**config.mk**
```make
export PLATFORM = sky130hd
export DESIGN_NAME = adc_scan_seq
export DESIGN_NICKNAME = d
export VERILOG_FILES = /design/src/rtl/adc_seq_pkg.sv /design/src/rtl/adc_seq_ctrl.sv /design/src/rtl/adc_seq_dpath.sv /design/src/rtl/adc_scan_seq.sv
export SDC_FILE = /design/constraint.sdc
export NUM_CORES = 1
export LEC_CHECK = 0
export ABC_AREA = 1
export BUFFER_PORTS_ARGS = -buffer_cell sky130_fd_sc_hd__buf_4
export CAP_MARGIN = 0
export CORE_MARGIN = 2
export CORE_UTILIZATION = 30
export CTS_CLUSTER_DIAMETER = 60
export DETAILED_ROUTE_END_ITERATION = 12
export GPL_TIMING_DRIVEN = 0
export PLACE_DENSITY = 0.56
export SLEW_MARGIN = 10
export SYNTH_ARGS = -nofsm -noshare
export SYNTH_HDL_FRONTEND = slang
export SYNTH_SLANG_ARGS = --single-unit
```
**constraint.sdc**
```tcl
create_clock -name clk -period 4.26 [get_ports clk]
set_clock_uncertainty 0.1 [all_clocks]
set_input_delay 0.426 -clock clk [delete_from_list [all_inputs] [get_ports clk]]
set_output_delay 0.426 -clock clk [all_outputs]
set_load 0.01 [all_outputs]
```
**src/rtl/adc_seq_pkg.sv**
```systemverilog
package adc_seq_pkg;

  // Strobes from control to datapath
  typedef struct packed {
    logic clr;   // new command: clear accumulator and overflow flag
    logic add;   // a conversion result is valid
    logic push;  // write a word into the FIFO
    logic raw;   // word is the raw sample (temperature)
  } dpStrobe_t;

  // log2 of the averaging count for each select code
  function automatic logic [2:0] avgShift(input logic [2:0] sel);
    case (sel)
      3'd1:    return 3'd2;
      3'd2:    return 3'd3;
      3'd3:    return 3'd4;
      3'd4:    return 3'd5;
      default: return 3'd0;
    endcase
  endfunction

endpackage

```
**src/rtl/adc_seq_ctrl.sv**
```systemverilog
module adc_seq_ctrl
  import adc_seq_pkg::*;
#(
  parameter int NCH      = 8,
  parameter int ACQ_CYC  = 350,
  parameter int REF_CYC  = 11250,
  parameter int TEMP_CYC = 10,
  localparam int CHW     = $clog2(NCH + 1)
) (
  input  logic             clk,
  input  logic             rstN,
  input  logic             cmdValid,
  input  logic [NCH-1:0]   cmdChanMask,
  input  logic [2:0]       cmdAvgSel,
  input  logic             cmdTempEn,
  input  logic [1:0]       cmdRefMode,
  input  logic             cnvStN,
  input  logic             csN,
  input  logic             adcDone,
  output logic             adcStart,
  output logic [CHW-1:0]   adcChan,
  output logic             eocN,
  output logic             scanDone,
  output logic             acqErr,
  output dpStrobe_t        stb,
  output logic [2:0]       shiftAmt
);
  localparam int LW   = $clog2(NCH * 32 + 2);
  localparam int CNTW = $clog2(ACQ_CYC + REF_CYC + TEMP_CYC + 2) + 1;
  localparam logic [CNTW-1:0] LOW_MAX  = '1;
  localparam logic [CNTW-1:0] MIN_TEMP = CNTW'(TEMP_CYC);
  localparam logic [CNTW-1:0] MIN_ACQ  = CNTW'(ACQ_CYC);
  localparam logic [CNTW-1:0] MIN_REF  = CNTW'(ACQ_CYC + REF_CYC);

  function automatic logic [CHW-1:0] firstChan(input logic [NCH-1:0] m);
    logic [CHW-1:0] r;
    r = '0;
    for (int i = NCH - 1; i >= 0; i--)
      if (m[i]) r = CHW'(i);
    return r;
  endfunction

  function automatic logic [CHW-1:0] nextChan(input logic [NCH-1:0] m,
                                              input logic [CHW-1:0] cur);
    logic [CHW-1:0] r;
    logic hit;
    r = cur;
    hit = 1'b0;
    for (int i = 0; i < NCH; i++)
      if (!hit && m[i] && (CHW'(i) > cur)) begin
        r = CHW'(i);
        hit = 1'b1;
      end
    return r;
  endfunction

  logic            prevCnv, busy, tempPh, needRef;
  logic [CNTW-1:0] lowCnt, minLow;
  logic [CHW-1:0]  chan;
  logic [5:0]      avgCnt;
  logic [LW-1:0]   left, totalCnt;
  logic [NCH-1:0]  maskR;
  logic            rise, accept, lenOk, doneEv, lastAvg;

  always_comb begin
    rise     = !prevCnv && cnvStN;
    accept   = rise && (left != '0) && !busy && !cmdValid;
    minLow   = tempPh ? MIN_TEMP : (needRef ? MIN_REF : MIN_ACQ);
    lenOk    = lowCnt >= minLow;
    doneEv   = adcDone && busy && !cmdValid;
    lastAvg  = avgCnt == 6'((1 << shiftAmt) - 1);
    totalCnt = LW'(($countones(cmdChanMask) << avgShift(cmdAvgSel)) + int'(cmdTempEn));
    stb.clr  = cmdValid;
    stb.add  = doneEv;
    stb.push = doneEv && (tempPh || lastAvg);
    stb.raw  = tempPh;
    adcChan  = tempPh ? CHW'(NCH) : chan;
  end

  always_ff @(posedge clk) begin
    if (!rstN) begin
      prevCnv  <= 1'b1;
      lowCnt   <= '0;
      busy     <= 1'b0;
      tempPh   <= 1'b0;
      needRef  <= 1'b0;
      chan     <= '0;
      avgCnt   <= '0;
      left     <= '0;
      maskR    <= '0;
      shiftAmt <= '0;
      scanDone <= 1'b0;
      acqErr   <= 1'b0;
      eocN     <= 1'b1;
      adcStart <= 1'b0;
    end else begin
      prevCnv  <= cnvStN;
      lowCnt   <= cnvStN ? '0 : ((lowCnt == LOW_MAX) ? lowCnt : lowCnt + 1'b1);
      adcStart <= accept && lenOk;
      if (doneEv) eocN <= 1'b0;
      else if (!csN || !cnvStN) eocN <= 1'b1;

      if (cmdValid) begin
        maskR    <= cmdChanMask;
        shiftAmt <= avgShift(cmdAvgSel);
        needRef  <= (cmdRefMode == 2'b00) || (cmdRefMode == 2'b10);
        tempPh   <= cmdTempEn;
        chan     <= firstChan(cmdChanMask);
        avgCnt   <= '0;
        left     <= totalCnt;
        scanDone <= (totalCnt == '0);
        busy     <= 1'b0;
        acqErr   <= 1'b0;
      end else if (doneEv) begin
        busy     <= 1'b0;
        left     <= left - 1'b1;
        scanDone <= (left == LW'(1));
        if (tempPh) begin
          tempPh <= 1'b0;
        end else if (lastAvg) begin
          avgCnt <= '0;
          chan   <= nextChan(maskR, chan);
        end else begin
          avgCnt <= avgCnt + 1'b1;
        end
      end else if (accept) begin
        if (lenOk) busy <= 1'b1;
        else acqErr <= 1'b1;
      end
    end
  end

endmodule

```
**src/rtl/adc_seq_dpath.sv**
```systemverilog
module adc_seq_dpath
  import adc_seq_pkg::*;
#(
  parameter int DW     = 12,
  parameter int FDEPTH = 8
) (
  input  logic          clk,
  input  logic          rstN,
  input  dpStrobe_t     stb,
  input  logic [2:0]    shiftAmt,
  input  logic [DW-1:0] adcData,
  input  logic          fifoRdEn,
  output logic [DW-1:0] fifoRdData,
  output logic          fifoEmpty,
  output logic          ovfErr
);
  localparam int AW = DW + 5;
  localparam int PW = (FDEPTH > 1) ? $clog2(FDEPTH) : 1;
  localparam int CW = $clog2(FDEPTH + 1);
  localparam logic [PW-1:0] PTR_LAST = PW'(FDEPTH - 1);
  localparam logic [CW-1:0] CNT_FULL = CW'(FDEPTH);

  logic [AW-1:0] acc, sumNext;
  logic [DW-1:0] word;
  logic [DW-1:0] mem [FDEPTH];
  logic [PW-1:0] wrPtr, rdPtr;
  logic [CW-1:0] count;
  logic          full, wr, rd;

  always_comb begin
    sumNext    = acc + AW'(adcData);
    word       = stb.raw ? adcData : DW'(sumNext >> shiftAmt);
    full       = count == CNT_FULL;
    fifoEmpty  = count == '0;
    wr         = stb.push && !full;
    rd         = fifoRdEn && !fifoEmpty;
    fifoRdData = mem[rdPtr];
  end

  always_ff @(posedge clk) begin
    if (!rstN) begin
      acc    <= '0;
      ovfErr <= 1'b0;
    end else if (stb.clr) begin
      acc    <= '0;
      ovfErr <= 1'b0;
    end else if (stb.add) begin
      acc <= stb.push ? '0 : sumNext;
      if (stb.push && full) ovfErr <= 1'b1;
    end
  end

  always_ff @(posedge clk) begin
    if (!rstN) begin
      wrPtr <= '0;
      rdPtr <= '0;
      count <= '0;
    end else begin
      if (wr) wrPtr <= (wrPtr == PTR_LAST) ? '0 : wrPtr + 1'b1;
      if (rd) rdPtr <= (rdPtr == PTR_LAST) ? '0 : rdPtr + 1'b1;
      count <= count + CW'(wr) - CW'(rd);
    end
  end

  always_ff @(posedge clk) begin
    if (wr) mem[wrPtr] <= word;
  end

endmodule

```
**src/rtl/adc_scan_seq.sv**
```systemverilog
module adc_scan_seq
  import adc_seq_pkg::*;
#(
  parameter int NCH      = 8,
  parameter int DW       = 12,
  parameter int FDEPTH   = 8,
  parameter int ACQ_CYC  = 350,
  parameter int REF_CYC  = 11250,
  parameter int TEMP_CYC = 10,
  localparam int CHW     = $clog2(NCH + 1)
) (
  input  logic           clk,
  input  logic           rstN,
  input  logic           cmdValid,
  input  logic [NCH-1:0] cmdChanMask,
  input  logic [2:0]     cmdAvgSel,
  input  logic           cmdTempEn,
  input  logic [1:0]     cmdRefMode,
  input  logic           cnvStN,
  input  logic           csN,
  output logic           adcStart,
  output logic [CHW-1:0] adcChan,
  input  logic           adcDone,
  input  logic [DW-1:0]  adcData,
  output logic           eocN,
  output logic           scanDone,
  output logic           acqErr,
  output logic           ovfErr,
  input  logic           fifoRdEn,
  output logic [DW-1:0]  fifoRdData,
  output logic           fifoEmpty
);
  dpStrobe_t  stb;
  logic [2:0] shiftAmt;

  adc_seq_ctrl #(
    .NCH(NCH), .ACQ_CYC(ACQ_CYC), .REF_CYC(REF_CYC), .TEMP_CYC(TEMP_CYC)
  ) u_ctrl (
    .clk(clk), .rstN(rstN), .cmdValid(cmdValid), .cmdChanMask(cmdChanMask),
    .cmdAvgSel(cmdAvgSel), .cmdTempEn(cmdTempEn), .cmdRefMode(cmdRefMode),
    .cnvStN(cnvStN), .csN(csN), .adcDone(adcDone), .adcStart(adcStart),
    .adcChan(adcChan), .eocN(eocN), .scanDone(scanDone), .acqErr(acqErr),
    .stb(stb), .shiftAmt(shiftAmt)
  );

  adc_seq_dpath #(
    .DW(DW), .FDEPTH(FDEPTH)
  ) u_dpath (
    .clk(clk), .rstN(rstN), .stb(stb), .shiftAmt(shiftAmt), .adcData(adcData),
    .fifoRdEn(fifoRdEn), .fifoRdData(fifoRdData), .fifoEmpty(fifoEmpty),
    .ovfErr(ovfErr)
  );

endmodule

```
==> summary.txt <==
Routing
  • Iteration-0 DRC count of the detailed router: 491
  • Post-DRT Antenna Nets: 0
  • Drt pass-1 iters: 5
  • Routed wire length: 26.0 mm
  • Vias per cell: 4.78
  • WL per Instance: 14.5 um
  • # DRC: 0
  • DR vias: 8557

Logic synthesis
  • Top-area cell type share of the netlist area: 0.289
  • Synth cell types: 51
  • Leading register cell type out of synthesis: edfxtp_1
  • Compound-Gate Fraction of Synth Area: 0.125
  • Syn nets: 1348
  • FF+latch count, synth: 178
  • Fraction of the mapped netlist area in adder cells: 0.0697
  • Cell count after synthesis: 1263
  • Cell Area, Synth: 9980 um2
  • Most frequent cells after synthesis: 243 x nand2_1, 172 x nor2_1, 131 x inv_1
  • Synth Area in XOR/XNOR: 0.0132
  • Ys Warns: 0
  • Asr flop ratio synth: 0
  • Post-synth EDFFs: 96
  • Top-count cell post-synth: nand2_1
  • Seq/Total Area, Yosys: 0.453
  • Post-Syn Area per Cell: 7.91 um2
  • Post-synthesis simple-gate area fraction: 0.265
  • Cell accounting for the most synthesized area: edfxtp_1
  • Synth top area cells: edfxtp_1 29%, dfxtp_1 16%, nand2_1 9.1%
  • Largest family of logic cells by synthesized area: simple AND/OR/NAND/NOR gates
  • Mux contribution to synthesized area: 0.00100

Setup path
  • R2R Setup Slk: 0.52 ns
  • Worst-path fanout max: 12
  • R2R cell count: 14
  • Reg2reg end: u_dpath.mem[3][11]
  • Critical Path Sink Type: flop
  • Critical Path RT: 4.21 ns
  • RR Startpoint: u_ctrl.shiftAmt[2]
  • Crit path launch type: flop
  • CP Class: flop to flop
  • WP data arrival: 3.70 ns

STA
  • RSZ-0062 raised after global routing: false
  • Tcrit/Tclk final: 0.879
  • Endpoints failing hold: 0
  • Fmax: 267 MHz
  • Final setup violation count: 0
  • Slew HR: 0.201
  • Final setup margin: 0.517 ns
  • Min Tclk post-route: 3.74 ns
  • Worst slew pin tran: 1.19 ns
  • Slew Viols, Final: 0

CTS
  • CTS Root Cell: clkbuf_16
  • Setup bufs post-CTS: 0
  • Reg clk slew, reported paths: 0.08 ns
  • CTS Sinks: 178
  • CTS resizes: 0
  • CTS tree: yes
  • H-tree levels: 4
  • Skew-Pair Late Insertion Delay: 0.43 ns
  • Max Buffers Root-to-Sink: 2
  • Total CTS buffers: 17
  • CTS Hold Buffers Added: 0

Final layout
  • N_diodes: 0
  • Post-route insts no fill: 1790
  • Nets: 1420
  • P&R area growth vs syn: 15.9%
  • Final Cell Area: 11600 um2
  • FILL cells: 3448
  • Layout cells sized above 1: 0.100
  • Util after Layout: 0.355

Global routing
  • Grt total ovfl: 0
  • Vias in the first global route: 8370
  • Antenna violations before repair: 0
  • First-pass GRT wire length: 42.6 mm
  • GRT Total Usage: 0.152
  • Largest net degree at the start of global routing: 22

Placed design
  • Number of buffers added on ports: 52
  • Placed Instances: 1758
  • Dpl hpwl: 20.0 mm
  • Place WS: 0.432 ns
  • Cell Area, Placed: 10900 um2
  • GPL Wtd Cong: 0.871

Die
  • Initial Utilization: 0.306
  • FP Rows: 66
  • Die height: 186 um
  • Core area: 32600 um2
  • Io pins: 55
  • Die area: 34800 um2
  • Die Width: 186 um

Pwr
  • P_leak: 4.84 nW
  • Peak VDD IR: 0.000197 V
  • Final Power: 4.78 mW
  • PD cells: 413 nW/um2

Outcome
  • Status: complete, no violations

Job
  • # Max-Cap Violations: 0

Min path
  • Worst hold path endpoint: u_ctrl.needRef
  • Hold Path Class: primary input to flop
  • Min-delay src: cmdRefMode[0]
  • Hold path cells: 2
[worst max-delay path, cell delays in order (launching register included)]
cell and delay, ns:
dfxtp_1 0.30, buf_4 0.15, inv_4 0.07, clkbuf_1 0.38
nand2_1 0.11, ha_1 0.30, xor2_1 0.14, nand2_1 0.07
nor3_2 0.15, nand3_1 0.19, nand2_1 0.12, nand2_2 0.11
nor2_8 0.15, nand2_2 0.11, nor3_2 0.91
[worst max path at each step]
stage / from / endpoint
floorplan: cmdChanMask[6] / u_ctrl.scanDone
global placement: u_ctrl.shiftAmt[2] / u_dpath.mem[2][8]
detailed placement: cmdChanMask[6] / u_ctrl.scanDone
CTS: u_ctrl.shiftAmt[2] / u_dpath.mem[3][11]
global route: u_ctrl.shiftAmt[2] / u_dpath.mem[1][10]
finish: u_ctrl.shiftAmt[2] / u_dpath.mem[3][11]
[stage by stage]
| stage | setup TNS (ns) | hold WS, ns |
|---|---|---|
| 3_5_place_dp | 0 | 0.362 |
| 5_1_grt | 0 | 0.104 |
| 4_1_cts | 0 | 0.0801 |
| 2_1_floorplan | 0 | 0.343 |
| 3_3_place_gp | -2.84 | 0.358 |
| 6_report | 0 | 0.0973 |
[cells by family (layout without fill, tap and decap cells)]
group | Yosys count | after routing
DFF | 178 | 178
and+or+nand+nor | 603 | 603
AOI/OAI and AO/OA | 229 | 229
adders and majority gates | 52 | 52
muxes | 1 | 1
xor gates and xnor gates | 15 | 15
buffers and inverters | 185 | 270
[cell usage in the layout (no fill, tap or decap), types with 18 or more instances in the layout]
cell type | Yosys | routed
a21oi_1 | 68 | 68
clkbuf_1 | 29 | 29
ha_1 | 46 | 46
nand4_1 | 18 | 18
o22ai_1 | 20 | 20
nand3_1 | 124 | 124
nor2_1 | 172 | 172
edfxtp_1 | 96 | 96
buf_4 | 2 | 54
inv_1 | 131 | 131
o21ai_0 | 101 | 101
a31oi_1 | 19 | 19
dfxtp_1 | 82 | 82
nand2_1 | 243 | 243
[cell type report]
cell class	count	area, um2	share of cell area
clock buffers	17	425	0.0368
flip-flops and latches	178	4520	0.391
inverters	141	532	0.0460
plain buffers	44	195	0.0169
multi-input cells	900	4740	0.410
repair buffers	53	402	0.0347
clock inverters	15	198	0.0171
well taps	442	553	0.0478
[power by group]
| part | total [mW] | internal, mW | leakage, nW | switching (mW) |
|---|---|---|---|---|
| Sequential | 1.93 | 1.89 | 1.53 | 0.0388 |
| Clock | 1.61 | 0.806 | 0.297 | 0.803 |
| Combinational | 1.24 | 0.443 | 3.01 | 0.798 |
[layer usage]
metal  up-vias  part of all wire  global-route usage
li1       4399                 -                   -
met1      3954              0.48               0.201
met2       176              0.47               0.257
met3        28             0.037              0.0233
met4         0             0.014              0.0428
met5         -                 0                   0
[state kept, by name (all words and copies together) (netlist names), named ones only]
signal and cells:
u_dpath.ovfErr 1, u_ctrl.lowCnt 15, u_ctrl.tempPh 1, u_dpath.acc 17, u_ctrl.chan 3, u_dpath.count 4
u_ctrl.avgCnt 6, u_dpath.rdPtr 3, u_dpath.mem 96, u_ctrl.shiftAmt 3, u_ctrl.eocN 1, u_ctrl.left 9
u_ctrl.busy 1, u_ctrl.scanDone 1, u_ctrl.maskR 7, u_ctrl.prevCnv 1, u_ctrl.needRef 1, u_ctrl.adcStart 1
u_ctrl.acqErr 1, u_dpath.wrPtr 3
(Power assumes the default switching activity.)
